<file path="src/rtl/irq_pkg.sv">
package irq_pkg;
  localparam int NUM_LVL = 4;
  localparam int LVL_W   = $clog2(NUM_LVL + 1);
  typedef logic [LVL_W-1:0] lvl_t;
endpackage

</file>
<file path="src/rtl/irq_lvl_pick.sv">
module irq_lvl_pick
  import irq_pkg::*;
(
  input  logic [NUM_LVL-1:0] lvl_pend_i,
  input  lvl_t               pri_i,
  output logic               irq_o,
  output lvl_t               lvl_o
);
  // ascending scan: last hit is the highest eligible level
  always_comb begin
    lvl_o = '0;
    for (int l = 1; l <= NUM_LVL; l++) begin
      if (lvl_pend_i[l-1] && (LVL_W'(l) > pri_i)) lvl_o = LVL_W'(l);
    end
    irq_o = (lvl_o != '0);
  end
endmodule

</file>
<file path="src/rtl/irq_slot.sv">
module irq_slot
  import irq_pkg::*;
#(
  parameter int VEC_W = 9
) (
  input  logic               clk_i,
  input  logic               rst_ni,
  input  logic [NUM_LVL-1:0] set_i,
  input  logic               gnt_i,
  input  lvl_t               lvl_i,
  input  logic [VEC_W-1:0]   vec_i,
  output logic [NUM_LVL-1:0] pend_o,
  output logic               claim_o,
  output logic [VEC_W-1:0]   vec_o
);
  logic [NUM_LVL-1:0] pend_q, hit;

  always_comb begin
    for (int l = 0; l < NUM_LVL; l++) hit[l] = (lvl_i == LVL_W'(l + 1));
  end

  assign claim_o = gnt_i & |(hit & pend_q);
  assign vec_o   = claim_o ? vec_i : '0;
  assign pend_o  = pend_q;

  // a new request wins over a clear in the same cycle
  always_ff @(posedge clk_i or negedge rst_ni) begin
    if (!rst_ni) pend_q <= '0;
    else         pend_q <= set_i | (pend_q & ~(hit & {NUM_LVL{claim_o}}));
  end

  AST_CLAIM_CLEARS_ONE: assert property (@(posedge clk_i) disable iff (!rst_ni)
    (claim_o && set_i == '0) |=> ($countones(pend_q) + 1 == $countones($past(pend_q))));
endmodule

</file>
<file path="src/rtl/irq_fielder.sv">
module irq_fielder
  import irq_pkg::*;
#(
  parameter int N_SLOTS    = 8,
  parameter int VEC_W      = 9,
  parameter int TMO_CYCLES = 12
) (
  input  logic                       clk_i,
  input  logic                       rst_ni,
  input  logic [N_SLOTS*NUM_LVL-1:0] req_set_i,
  input  logic [N_SLOTS*VEC_W-1:0]   dev_vec_i,
  input  logic [LVL_W-1:0]           cpu_pri_i,
  input  logic                       iak_i,
  output logic                       irq_o,
  output logic [LVL_W-1:0]           irq_lvl_o,
  output logic                       ack_done_o,
  output logic [VEC_W-1:0]           ack_vec_o,
  output logic [LVL_W-1:0]           ack_lvl_o,
  output logic                       ack_err_o
);
  localparam int TMO_W = $clog2(TMO_CYCLES + 1);

  logic [N_SLOTS-1:0]              gnt_q, gnt_d, claim;
  logic [N_SLOTS-1:0][NUM_LVL-1:0] pend;
  logic [N_SLOTS-1:0][VEC_W-1:0]   slot_vec;
  logic [NUM_LVL-1:0]              lvl_any;
  logic [VEC_W-1:0]                win_vec;
  lvl_t                            pick_lvl, ack_lvl_q;
  logic                            busy_q, expire;
  logic [TMO_W-1:0]                tmo_q;

  for (genvar s = 0; s < N_SLOTS; s++) begin : g_slot
    irq_slot #(.VEC_W(VEC_W)) u_slot (
      .clk_i   (clk_i),
      .rst_ni  (rst_ni),
      .set_i   (req_set_i[s*NUM_LVL +: NUM_LVL]),
      .gnt_i   (gnt_q[s]),
      .lvl_i   (ack_lvl_q),
      .vec_i   (dev_vec_i[s*VEC_W +: VEC_W]),
      .pend_o  (pend[s]),
      .claim_o (claim[s]),
      .vec_o   (slot_vec[s])
    );
  end

  always_comb begin
    lvl_any = '0;
    win_vec = '0;
    for (int s = 0; s < N_SLOTS; s++) begin
      lvl_any = lvl_any | pend[s];
      win_vec = win_vec | slot_vec[s];
    end
  end

  irq_lvl_pick u_pick (
    .lvl_pend_i (lvl_any),
    .pri_i      (cpu_pri_i),
    .irq_o      (irq_o),
    .lvl_o      (pick_lvl)
  );
  assign irq_lvl_o = pick_lvl;

  assign expire = busy_q && (claim == '0) && (tmo_q == TMO_W'(TMO_CYCLES - 1));

  // grant ripples one slot per clock; a claiming slot does not pass it on
  always_comb begin
    gnt_d[0] = !busy_q && iak_i;
    for (int s = 1; s < N_SLOTS; s++) gnt_d[s] = gnt_q[s-1] && !claim[s-1] && !expire;
  end

  always_ff @(posedge clk_i or negedge rst_ni) begin
    if (!rst_ni) gnt_q <= '0;
    else         gnt_q <= gnt_d;
  end

  always_ff @(posedge clk_i or negedge rst_ni) begin
    if (!rst_ni) begin
      busy_q     <= 1'b0;
      ack_lvl_q  <= '0;
      tmo_q      <= '0;
      ack_done_o <= 1'b0;
      ack_vec_o  <= '0;
      ack_lvl_o  <= '0;
      ack_err_o  <= 1'b0;
    end else begin
      ack_done_o <= 1'b0;
      if (!busy_q) begin
        if (iak_i) begin
          busy_q    <= 1'b1;
          ack_lvl_q <= pick_lvl;
          tmo_q     <= '0;
        end
      end else if (claim != '0) begin
        busy_q     <= 1'b0;
        ack_done_o <= 1'b1;
        ack_vec_o  <= {win_vec[VEC_W-1:2], 2'b00};
        ack_lvl_o  <= ack_lvl_q;
        ack_err_o  <= 1'b0;
      end else if (expire) begin
        busy_q     <= 1'b0;
        ack_done_o <= 1'b1;
        ack_vec_o  <= '0;
        ack_lvl_o  <= ack_lvl_q;
        ack_err_o  <= 1'b1;
      end else begin
        tmo_q <= tmo_q + 1'b1;
      end
    end
  end

  AST_GNT_ONEHOT: assert property (@(posedge clk_i) disable iff (!rst_ni)
    $onehot0(gnt_q));
  AST_GNT_ONLY_BUSY: assert property (@(posedge clk_i) disable iff (!rst_ni)
    (gnt_q != '0) |-> busy_q);
  AST_DONE_PULSE: assert property (@(posedge clk_i) disable iff (!rst_ni)
    ack_done_o |=> !ack_done_o);
  AST_RESULT_HOLD: assert property (@(posedge clk_i) disable iff (!rst_ni)
    !ack_done_o |-> ($stable(ack_vec_o) && $stable(ack_err_o) && $stable(ack_lvl_o)));
  AST_TMO_BOUND: assert property (@(posedge clk_i) disable iff (!rst_ni)
    busy_q |-> (tmo_q < TMO_W'(TMO_CYCLES)));
  AST_ERR_NO_VEC: assert property (@(posedge clk_i) disable iff (!rst_ni)
    (ack_done_o && ack_err_o) |-> (ack_vec_o == '0));
endmodule

</file>
<file path="config.mk">
export PLATFORM = sky130hd
export DESIGN_NAME = irq_fielder
export DESIGN_NICKNAME = d
export VERILOG_FILES = /design/src/rtl/irq_pkg.sv /design/src/rtl/irq_lvl_pick.sv /design/src/rtl/irq_slot.sv /design/src/rtl/irq_fielder.sv
export SDC_FILE = /design/constraint.sdc
export NUM_CORES = 1
export LEC_CHECK = 0
export ABC_AREA = 1
export BUFFER_PORTS_ARGS = -buffer_cell sky130_fd_sc_hd__buf_2
export CORE_MARGIN = 1.5
export CORE_UTILIZATION = 45
export DETAILED_ROUTE_END_ITERATION = 16
export HOLD_SLACK_MARGIN = 0.1
export PLACE_DENSITY_LB_ADDON = 0.3
export SYNTH_ARGS = -nofsm -noshare
export SYNTH_HDL_FRONTEND = slang
export SYNTH_SLANG_ARGS = --single-unit
</file>
<file path="constraint.sdc">
create_clock -name clk_i -period 1.9 [get_ports clk_i]
set_clock_uncertainty 0.15 [all_clocks]
set_input_delay 0.19 -clock clk_i [delete_from_list [all_inputs] [get_ports clk_i]]
set_output_delay 0.19 -clock clk_i [all_outputs]
set_load 0.05 [all_outputs]
</file>
==> results of run 1 <==
==> synth_stat cells (3+ instances only) <==
cell	count	area [µm²]
sky130_fd_sc_hd__nand2_1	106	397.9
sky130_fd_sc_hd__dfrtp_1	60	1501
sky130_fd_sc_hd__nand3_1	58	290.3
sky130_fd_sc_hd__inv_1	54	202.7
sky130_fd_sc_hd__nor2_1	40	150.1
sky130_fd_sc_hd__nand4_1	35	219.0
sky130_fd_sc_hd__o21ai_0	29	145.1
sky130_fd_sc_hd__o21bai_1	14	105.1
sky130_fd_sc_hd__o21ai_2	5	43.79
sky130_fd_sc_hd__buf_2	4	20.02
sky130_fd_sc_hd__clkbuf_1	4	15.01
sky130_fd_sc_hd__nand4_2	4	50.05
sky130_fd_sc_hd__buf_4	3	22.52
sky130_fd_sc_hd__inv_2	3	11.26
sky130_fd_sc_hd__nand2_2	3	18.77
sky130_fd_sc_hd__o21ai_1	3	15.01
==> what timing repair did <==
action,in CTS,in global routing
buffers inserted,18,11
hold buffers,67,0
hold endpoints to repair,99,0
pin swaps,18,26
cloned,2,0
setup endpoints to repair,28,50
gates resized for setup,72,64
==> critical path, stage by stage (launching register included) <==
cell,delay [ns]
sky130_fd_sc_hd__dfrtp_2,0.45
sky130_fd_sc_hd__buf_12,0.16
sky130_fd_sc_hd__clkinv_8,0.06
sky130_fd_sc_hd__nor3_4,0.04
sky130_fd_sc_hd__nand2_1,0.10
sky130_fd_sc_hd__nand2_2,0.09
sky130_fd_sc_hd__o21ai_2,0.20
sky130_fd_sc_hd__nand2_2,0.09
sky130_fd_sc_hd__nor2_4,0.16
sky130_fd_sc_hd__a21oi_1,0.10
sky130_fd_sc_hd__buf_4,0.18
sky130_fd_sc_hd__o21ai_1,0.11
sky130_fd_sc_hd__nand2_1,0.08
==> registers in the layout (all words and copies together), names as in the netlist <==
name,count
g_slot.u_slot.pend_o,32
gnt_q,8
ack_vec_o,7
tmo_q,4
ack_lvl_o,3
ack_lvl_q,3
ack_done_o,1
ack_err_o,1
busy_q,1
==> power groups by stage <==
| stage | Combinational, mW | Sequential (mW) | Clock [mW] |
|---|---|---|---|
| floorplan | 1.76 | 1.95 | 0 |
| global placement | 3.17 | 1.72 | 0 |
| detailed placement | 3.20 | 1.73 | 0 |
| CTS | 3.82 | 1.71 | 1.18 |
| global route | 4.67 | 1.76 | 1.24 |
| finish | 4.42 | 1.74 | 1.19 |
==> cells by family (layout without fill, tap and decap cells) <==
group,count (synthesis),after routing,share of synthesized area
other cells,1,2,0.001108
simple gates,256,257,0.3588
compound gates,55,55,0.09978
buf+inv,71,315,0.08795
flops,60,60,0.4435
xor+xnor,2,2,0.005175
fa+ha+maj,1,1,0.003695
==> how the worst max path moves through the flow <==
stage / start / end / slack (ns) / depth (start not counted)
after CTS: g_slot[7].u_slot.pend_o[0] / irq_o / -0.13 / 8
after floorplan: ack_lvl_q[0] / ack_vec_o[2] / -0.04 / 12
final: ack_lvl_q[1] / ack_vec_o[6] / -0.18 / 12
after detailed placement: ack_lvl_q[0] / tmo_q[0] / -0.21 / 12
after global placement: ack_lvl_q[0] / ack_vec_o[2] / -0.19 / 11
after global routing: ack_lvl_q[1] / ack_lvl_o[2] / -0.27 / 13
==> final cells by class <==
| type | count | area, µm² |
|---|---|---|
| multi-input cells | 317 | 1896 |
| repair buffers | 243 | 1863 |
| flip-flops and latches | 60 | 1504 |
| fillers | 423 | 1421 |
| inverters | 57 | 245.2 |
| clock buffers | 11 | 151.4 |
| well taps | 99 | 123.9 |
| clock inverters | 4 | 48.80 |
==> through the flow <==
stage / setup slack [ns] / setup TNS [ns] / power (mW) / std cells
final: -0.1813 / -3.929 / 7.342 / 791
after detailed placement: -0.2115 / -3.445 / 4.933 / 683
after floorplan: -0.03682 / -0.3425 / 3.709 / 447
after CTS: -0.1271 / -1.155 / 6.719 / 784
after global routing: -0.2663 / -6.647 / 7.677 / 791
after global placement: -0.1877 / -3.084 / 4.888 / 683
==> metal layers <==
metal,routed length (µm),part of all wire,GRT usage
met1,4940,0.36,0.3798
met4,728,0.054,0.1918
met3,1287,0.095,0.07614
met2,6635,0.49,0.5452
met5,0,0,0
==> impl_metrics.prom, run 1 <==
# TYPE chip_impl_metric gauge
chip_impl_info{name="run_status",value="finished, violations left"} 1
chip_impl_info{name="violations",value="setup timing"} 1
chip_impl_metric{name="ff2ff_path_depth",unit=""} 12
chip_impl_metric{name="highest_achievable_clock_rate",unit="MHz"} 480.5
chip_impl_info{name="timing.hold.worst.class",value="primary input to register"} 1
chip_impl_metric{name="firstDrtPassIters",unit=""} 5
chip_impl_metric{name="number_of_setup_violations_in_the_final_report",unit=""} 28
chip_impl_metric{name="post_route_cells_drive_above_1_share",unit=""} 0.4104
chip_impl_metric{name="synth.ff_latch_count",unit=""} 60
chip_impl_metric{name="detail_route.wl_per_cell",unit="µm"} 17.18
chip_impl_metric{name="antenna_found_initial",unit=""} 0
chip_impl_metric{name="overflow",unit=""} 0
chip_impl_metric{name="floorplan.initialDensity",unit=""} 0.4668
chip_impl_metric{name="clkPwrFrac",unit=""} 0.162
chip_impl_info{name="startpoint_type",value="register"} 1
chip_impl_metric{name="worst_skew_pair.late_latency",unit="ns"} 0.36
chip_impl_metric{name="drt_wl_total",unit="µm"} 13590
chip_impl_metric{name="place.detailed.hpwl",unit="µm"} 7954
chip_impl_metric{name="design.core.area",unit="µm²"} 7253
chip_impl_info{name="clock-root-buffer",value="sky130_fd_sc_hd__clkbuf_8"} 1
chip_impl_metric{name="grt_use_total",unit=""} 0.3252
chip_impl_metric{name="fin_hold_ws",unit="ns"} 0.1150
chip_impl_metric{name="first_global_vias",unit=""} 4358
chip_impl_metric{name="net-switching-power",unit="mW"} 3.412
chip_impl_metric{name="clk_pin_slew",unit="ns"} 0.07
chip_impl_metric{name="utilization",unit=""} 0.8040
chip_impl_info{name="r2r_end",value="ack_vec_o[6]"} 1
chip_impl_metric{name="via_per_inst",unit=""} 5.521
chip_impl_info{name="hold-path-endpoint",value="ack_vec_o[6]"} 1
chip_impl_metric{name="finalInstanceArea",unit="µm²"} 5832
chip_impl_metric{name="tritoncts.num_buffers",unit=""} 9
chip_impl_metric{name="min_period",unit="ns"} 2.081
chip_impl_metric{name="fin_crit_sh",unit=""} 1.095
chip_impl_metric{name="drt_drc_violations_left",unit=""} 0
chip_impl_metric{name="holdPathStages",unit=""} 5
chip_impl_metric{name="layout-area-overhead-vs-synth",unit="%"} 72.25
chip_impl_info{name="hold_start",value="dev_vec_i[51]"} 1
chip_impl_info{name="final_cell_mix",value="105 x sky130_fd_sc_hd__buf_2, 86 x sky130_fd_sc_hd__nand2_1, 67 x sky130_fd_sc_hd__dlygate4sd3_1"} 1
chip_impl_metric{name="dpl_cell_area",unit="µm²"} 4348
chip_impl_metric{name="timing.final.ws_setup",unit="ns"} -0.1813
chip_impl_metric{name="floorplan.die.width",unit="µm"} 89.74
chip_impl_metric{name="clock_tree.htree_level_count",unit=""} 3
chip_impl_metric{name="finalNetCount",unit=""} 799
chip_impl_info{name="worstSetupPathType",value="register to register"} 1
chip_impl_metric{name="leakage_power",unit="nW"} 2.913
chip_impl_metric{name="report.final.hold_viol_count",unit=""} 0
chip_impl_metric{name="std_cell_rows",unit=""} 31
chip_impl_metric{name="chipHeight",unit="µm"} 89.74
chip_impl_metric{name="ant_nets",unit=""} 0
chip_impl_metric{name="pwr-share-seq",unit=""} 0.237
chip_impl_metric{name="drt_first_iter_violations",unit=""} 400
chip_impl_metric{name="power.share.switching",unit=""} 0.4647
chip_impl_metric{name="number_of_buffers_on_the_longest_clock_path",unit=""} 2
chip_impl_metric{name="grt_start_max_net_pins",unit=""} 61
chip_impl_info{name="clock_tree_from_tritoncts",value="yes"} 1
chip_impl_metric{name="yosysWarnings",unit=""} 0
chip_impl_metric{name="synth-edff-count",unit=""} 0
chip_impl_metric{name="antenna-diode-count",unit=""} 0
chip_impl_metric{name="critical_path_peak_fanout",unit=""} 7
chip_impl_info{name="final_common_cell",value="sky130_fd_sc_hd__buf_2"} 1
chip_impl_metric{name="comb_power_share",unit=""} 0.602
chip_impl_metric{name="power_density",unit="nW/µm²"} 1259
chip_impl_metric{name="cp_data_arrival_time",unit="ns"} 2.18
chip_impl_metric{name="cell_internal_pwr",unit="mW"} 3.931
chip_impl_metric{name="synthesized_area_per_cell",unit="µm²"} 7.591
chip_impl_metric{name="design.portCount",unit=""} 128
chip_impl_info{name="reg2reg_from",value="ack_lvl_q[1]"} 1
chip_impl_metric{name="syn_inst",unit=""} 446
chip_impl_metric{name="globalplace.congestion",unit=""} 0.9411
chip_impl_metric{name="placement.io_buffers",unit=""} 109
chip_impl_metric{name="r2r_slack",unit="ns"} -0.18
chip_impl_metric{name="yosysUniqueCellTypes",unit=""} 32
chip_impl_metric{name="cts_sinks",unit=""} 60
chip_impl_metric{name="design.die.area",unit="µm²"} 8053
chip_impl_metric{name="crit_required",unit="ns"} 2.00
chip_impl_info{name="rsz_0062_raised_after_global_routing",value="true"} 1
chip_impl_metric{name="synth_async_sr_flop_share",unit=""} 1.000
chip_impl_metric{name="finalMaxSlewViolations",unit=""} 0
chip_impl_metric{name="syn_area",unit="µm²"} 3386
chip_impl_info{name="cp-end-kind",value="register"} 1
chip_impl_metric{name="ir_worst_vdd",unit="V"} 0.0005830
chip_impl_metric{name="cap_violations",unit=""} 0
chip_impl_metric{name="grt_first_pass_wirelength",unit="µm"} 20720
chip_impl_info{name="yosys_most_used_dff",value="sky130_fd_sc_hd__dfrtp_1"} 1
chip_impl_metric{name="synth_seq_area_share",unit=""} 0.4435
chip_impl_metric{name="detailroute.via_count",unit=""} 4367
(Power assumes the default switching activity.)
==> inputs of run 2 (changes only) <==
- CAP_MARGIN: unset -> 20
- CORE_UTILIZATION: 45 -> 46
- CTS_BUF_LIST: unset -> sky130_fd_sc_hd__clkbuf_2
==> run 2 against run 1 <==
Effect of this change: the run still ends with setup timing left; critical path depth shrank 5; sequential share of layout area down 0.91 points; clock-buffer cell count decreased by 1; flip-flop and latch count unchanged; cell area rose by 3.6%; critical path type is now register to output port; largest cell class is now buffers; highest routed layer unchanged.
==> impl_metrics.prom, run 2 (synthesis results as in run 1) <==
# TYPE chip_impl_metric gauge
chip_impl_info{name="run_status",value="finished, violations left"} 1
chip_impl_info{name="violations",value="setup timing"} 1
chip_impl_metric{name="number_of_buffers_on_the_longest_clock_path",unit=""} 2
chip_impl_metric{name="std_cell_rows",unit=""} 31
chip_impl_metric{name="grt_use_met1",unit=""} 0.3855
chip_impl_metric{name="grt_use_total",unit=""} 0.3765
chip_impl_metric{name="chipHeight",unit="µm"} 88.79
chip_impl_metric{name="floorplan.initialDensity",unit=""} 0.4718
chip_impl_metric{name="finalNetCount",unit=""} 826
chip_impl_info{name="cp-end-kind",value="output port"} 1
chip_impl_info{name="worstSetupPathType",value="register to output port"} 1
chip_impl_metric{name="detail_route.wl_per_cell",unit="µm"} 18.38
chip_impl_metric{name="detailroute.via_count",unit=""} 4615
chip_impl_metric{name="dpl_cell_area",unit="µm²"} 4355
chip_impl_metric{name="number_of_setup_violations_in_the_final_report",unit=""} 28
chip_impl_info{name="rsz_0062_raised_after_global_routing",value="true"} 1
chip_impl_metric{name="clock_tree.htree_level_count",unit=""} 3
chip_impl_metric{name="firstDrtPassIters",unit=""} 5
chip_impl_metric{name="timing.final.ws_setup",unit="ns"} -0.2843
chip_impl_info{name="final_cell_mix",value="105 x sky130_fd_sc_hd__buf_2, 92 x sky130_fd_sc_hd__dlygate4sd3_1, 74 x sky130_fd_sc_hd__nand2_1"} 1
chip_impl_info{name="crit_path_cell_trace",value="nor4_4 -> nand2_1 -> nand3_1 -> nand2_1 -> inv_2 -> nand3_2 -> buf_6"} 1
chip_impl_metric{name="placement.io_buffers",unit=""} 109
chip_impl_metric{name="leakage_power",unit="nW"} 2.992
chip_impl_info{name="clock_tree_from_tritoncts",value="yes"} 1
chip_impl_metric{name="ir_worst_vdd",unit="V"} 0.0005866
chip_impl_metric{name="multiInputGateArea",unit="µm²"} 1898
chip_impl_metric{name="ff2ff_path_depth",unit=""} 12
chip_impl_metric{name="finalMaxSlewViolations",unit=""} 0
chip_impl_metric{name="fillers",unit=""} 401
chip_impl_metric{name="tritoncts.num_buffers",unit=""} 9
chip_impl_metric{name="seqCellArea",unit="µm²"} 1504
chip_impl_metric{name="design.die.area",unit="µm²"} 7884
chip_impl_metric{name="ant_nets",unit=""} 0
chip_impl_metric{name="floorplan.die.width",unit="µm"} 88.79
chip_impl_metric{name="highest_achievable_clock_rate",unit="MHz"} 457.8
chip_impl_metric{name="post_route_cells_drive_above_1_share",unit=""} 0.4028
chip_impl_info{name="startpoint_type",value="register"} 1
chip_impl_metric{name="antenna_found_initial",unit=""} 1
chip_impl_info{name="worst_path_max_delay_cell",value="sky130_fd_sc_hd__dfrtp_1"} 1
chip_impl_metric{name="largest_register_ffs",unit=""} 32
chip_impl_metric{name="grt_start_max_net_pins",unit=""} 61
chip_impl_metric{name="holdPathStages",unit=""} 8
chip_impl_metric{name="place.detailed.hpwl",unit="µm"} 8076
chip_impl_metric{name="drt_drc_violations_left",unit=""} 0
chip_impl_metric{name="globalplace.congestion",unit=""} 0.8952
chip_impl_metric{name="report.final.hold_viol_count",unit=""} 0
chip_impl_info{name="reg2reg_from",value="ack_lvl_q[0]"} 1
chip_impl_info{name="timing.hold.worst.class",value="primary input to register"} 1
chip_impl_metric{name="max_stage_delay",unit="ns"} 0.45
chip_impl_info{name="gr-max-usage-layer",value="met2"} 1
chip_impl_metric{name="design.portCount",unit=""} 128
chip_impl_metric{name="first_global_vias",unit=""} 4771
chip_impl_metric{name="critical_path_peak_fanout",unit=""} 2
chip_impl_metric{name="utilization",unit=""} 0.8424
chip_impl_metric{name="layout-area-overhead-vs-synth",unit="%"} 78.53
chip_impl_info{name="final_common_cell",value="sky130_fd_sc_hd__buf_2"} 1
chip_impl_metric{name="power_density",unit="nW/µm²"} 1203
chip_impl_metric{name="cts_sinks",unit=""} 60
chip_impl_metric{name="finalInstanceArea",unit="µm²"} 6045
chip_impl_metric{name="grt_first_pass_wirelength",unit="µm"} 22070
chip_impl_info{name="worst_setup_startpoint",value="g_slot[7].u_slot.pend_o[0]"} 1
chip_impl_metric{name="cap_violations",unit=""} 0
chip_impl_metric{name="drt_wl_total",unit="µm"} 15070
chip_impl_metric{name="grt_use_met2",unit=""} 0.6577
chip_impl_metric{name="min_period",unit="ns"} 2.184
chip_impl_metric{name="crit_required",unit="ns"} 1.56
chip_impl_metric{name="worst_skew_pair.late_latency",unit="ns"} 0.52
chip_impl_metric{name="fin_crit_sh",unit=""} 1.150
chip_impl_info{name="hold_start",value="cpu_pri_i[1]"} 1
chip_impl_metric{name="drt_first_iter_violations",unit=""} 416
chip_impl_metric{name="cp_data_arrival_time",unit="ns"} 1.84
chip_impl_metric{name="overflow",unit=""} 0
chip_impl_metric{name="via_per_inst",unit=""} 5.628
chip_impl_info{name="clock-root-buffer",value="sky130_fd_sc_hd__clkbuf_2"} 1
chip_impl_metric{name="grtUsageMet3",unit=""} 0.1306
chip_impl_metric{name="fin_hold_ws",unit="ns"} 0.2185
chip_impl_info{name="worst_path_most_repeated_cell",value="sky130_fd_sc_hd__nand2_1"} 1
chip_impl_metric{name="clk_pin_slew",unit="ns"} 0.17
chip_impl_metric{name="design.core.area",unit="µm²"} 7176
-- run 2: worst paths after layout --
check	to	slack, ns
hold / removal	ack_lvl_q[1]	0.22
setup / recovery	irq_o	-0.28
max in group asynchronous	ack_lvl_q[0]	0.64
setup reg to reg	ack_vec_o[6]	-0.28
hold reg to reg	ack_lvl_o[1]	0.36
min in group asynchronous	ack_vec_o[3]	0.62
-- run 2: where the power goes --
part	total (mW)	internal, mW	switching (mW)	leakage, nW
Combinational	4.71	1.90	2.81	2.26
Clock	0.788	0.299	0.489	0.0752
Sequential	1.77	1.50	0.275	0.652
Total	7.27	3.70	3.57	2.99
-- run 2: final cells by class --
type	instances	share of cell area
clock buffers	10	0.008280
flip-flops and latches	60	0.2488
well taps	99	0.02049
multi-input cells	317	0.3140
diodes	1	0.0004140
inverters	57	0.03933
repair buffers	270	0.3596
clock inverters	6	0.009108
-- run 2: routing by layer --
metal | routed length [µm] | vias to the layer above
met4 | 890 | 0
met2 | 7277 | 336
met1 | 5311 | 2153
met3 | 1593 | 92
met5 | 0 | -
li1 | - | 2034
-- run 2: worst max-delay path, delay by kind of cell, from the launching register on --
kind | cells | cell delay (ns)
simple gates | 5 | 0.68
flops | 1 | 0.45
buf+inv | 2 | 0.24
-- run 2: repair_timing --
| action | in CTS | in global routing |
|---|---|---|
| hold buffers | 92 | 0 |
| endpoints found under the setup margin | 28 | 41 |
| gates cloned | 3 | 0 |
| pin swaps | 26 | 36 |
| gates resized for setup | 66 | 80 |
| endpoints found under the hold margin | 106 | 0 |
| buffers inserted | 20 | 5 |
-- run 2: per-stage QoR --
step	setup WS, ns	setup TNS, ns	instances	power [mW]
after floorplan	-0.03682	-0.3425	447	3.709
after global placement	-0.1857	-2.823	684	4.931
after detailed placement	-0.1874	-3.674	684	5.020
after CTS	-0.2819	-3.287	815	6.601
after global routing	-0.4408	-8.524	820	7.666
final	-0.2843	-5.723	820	7.272
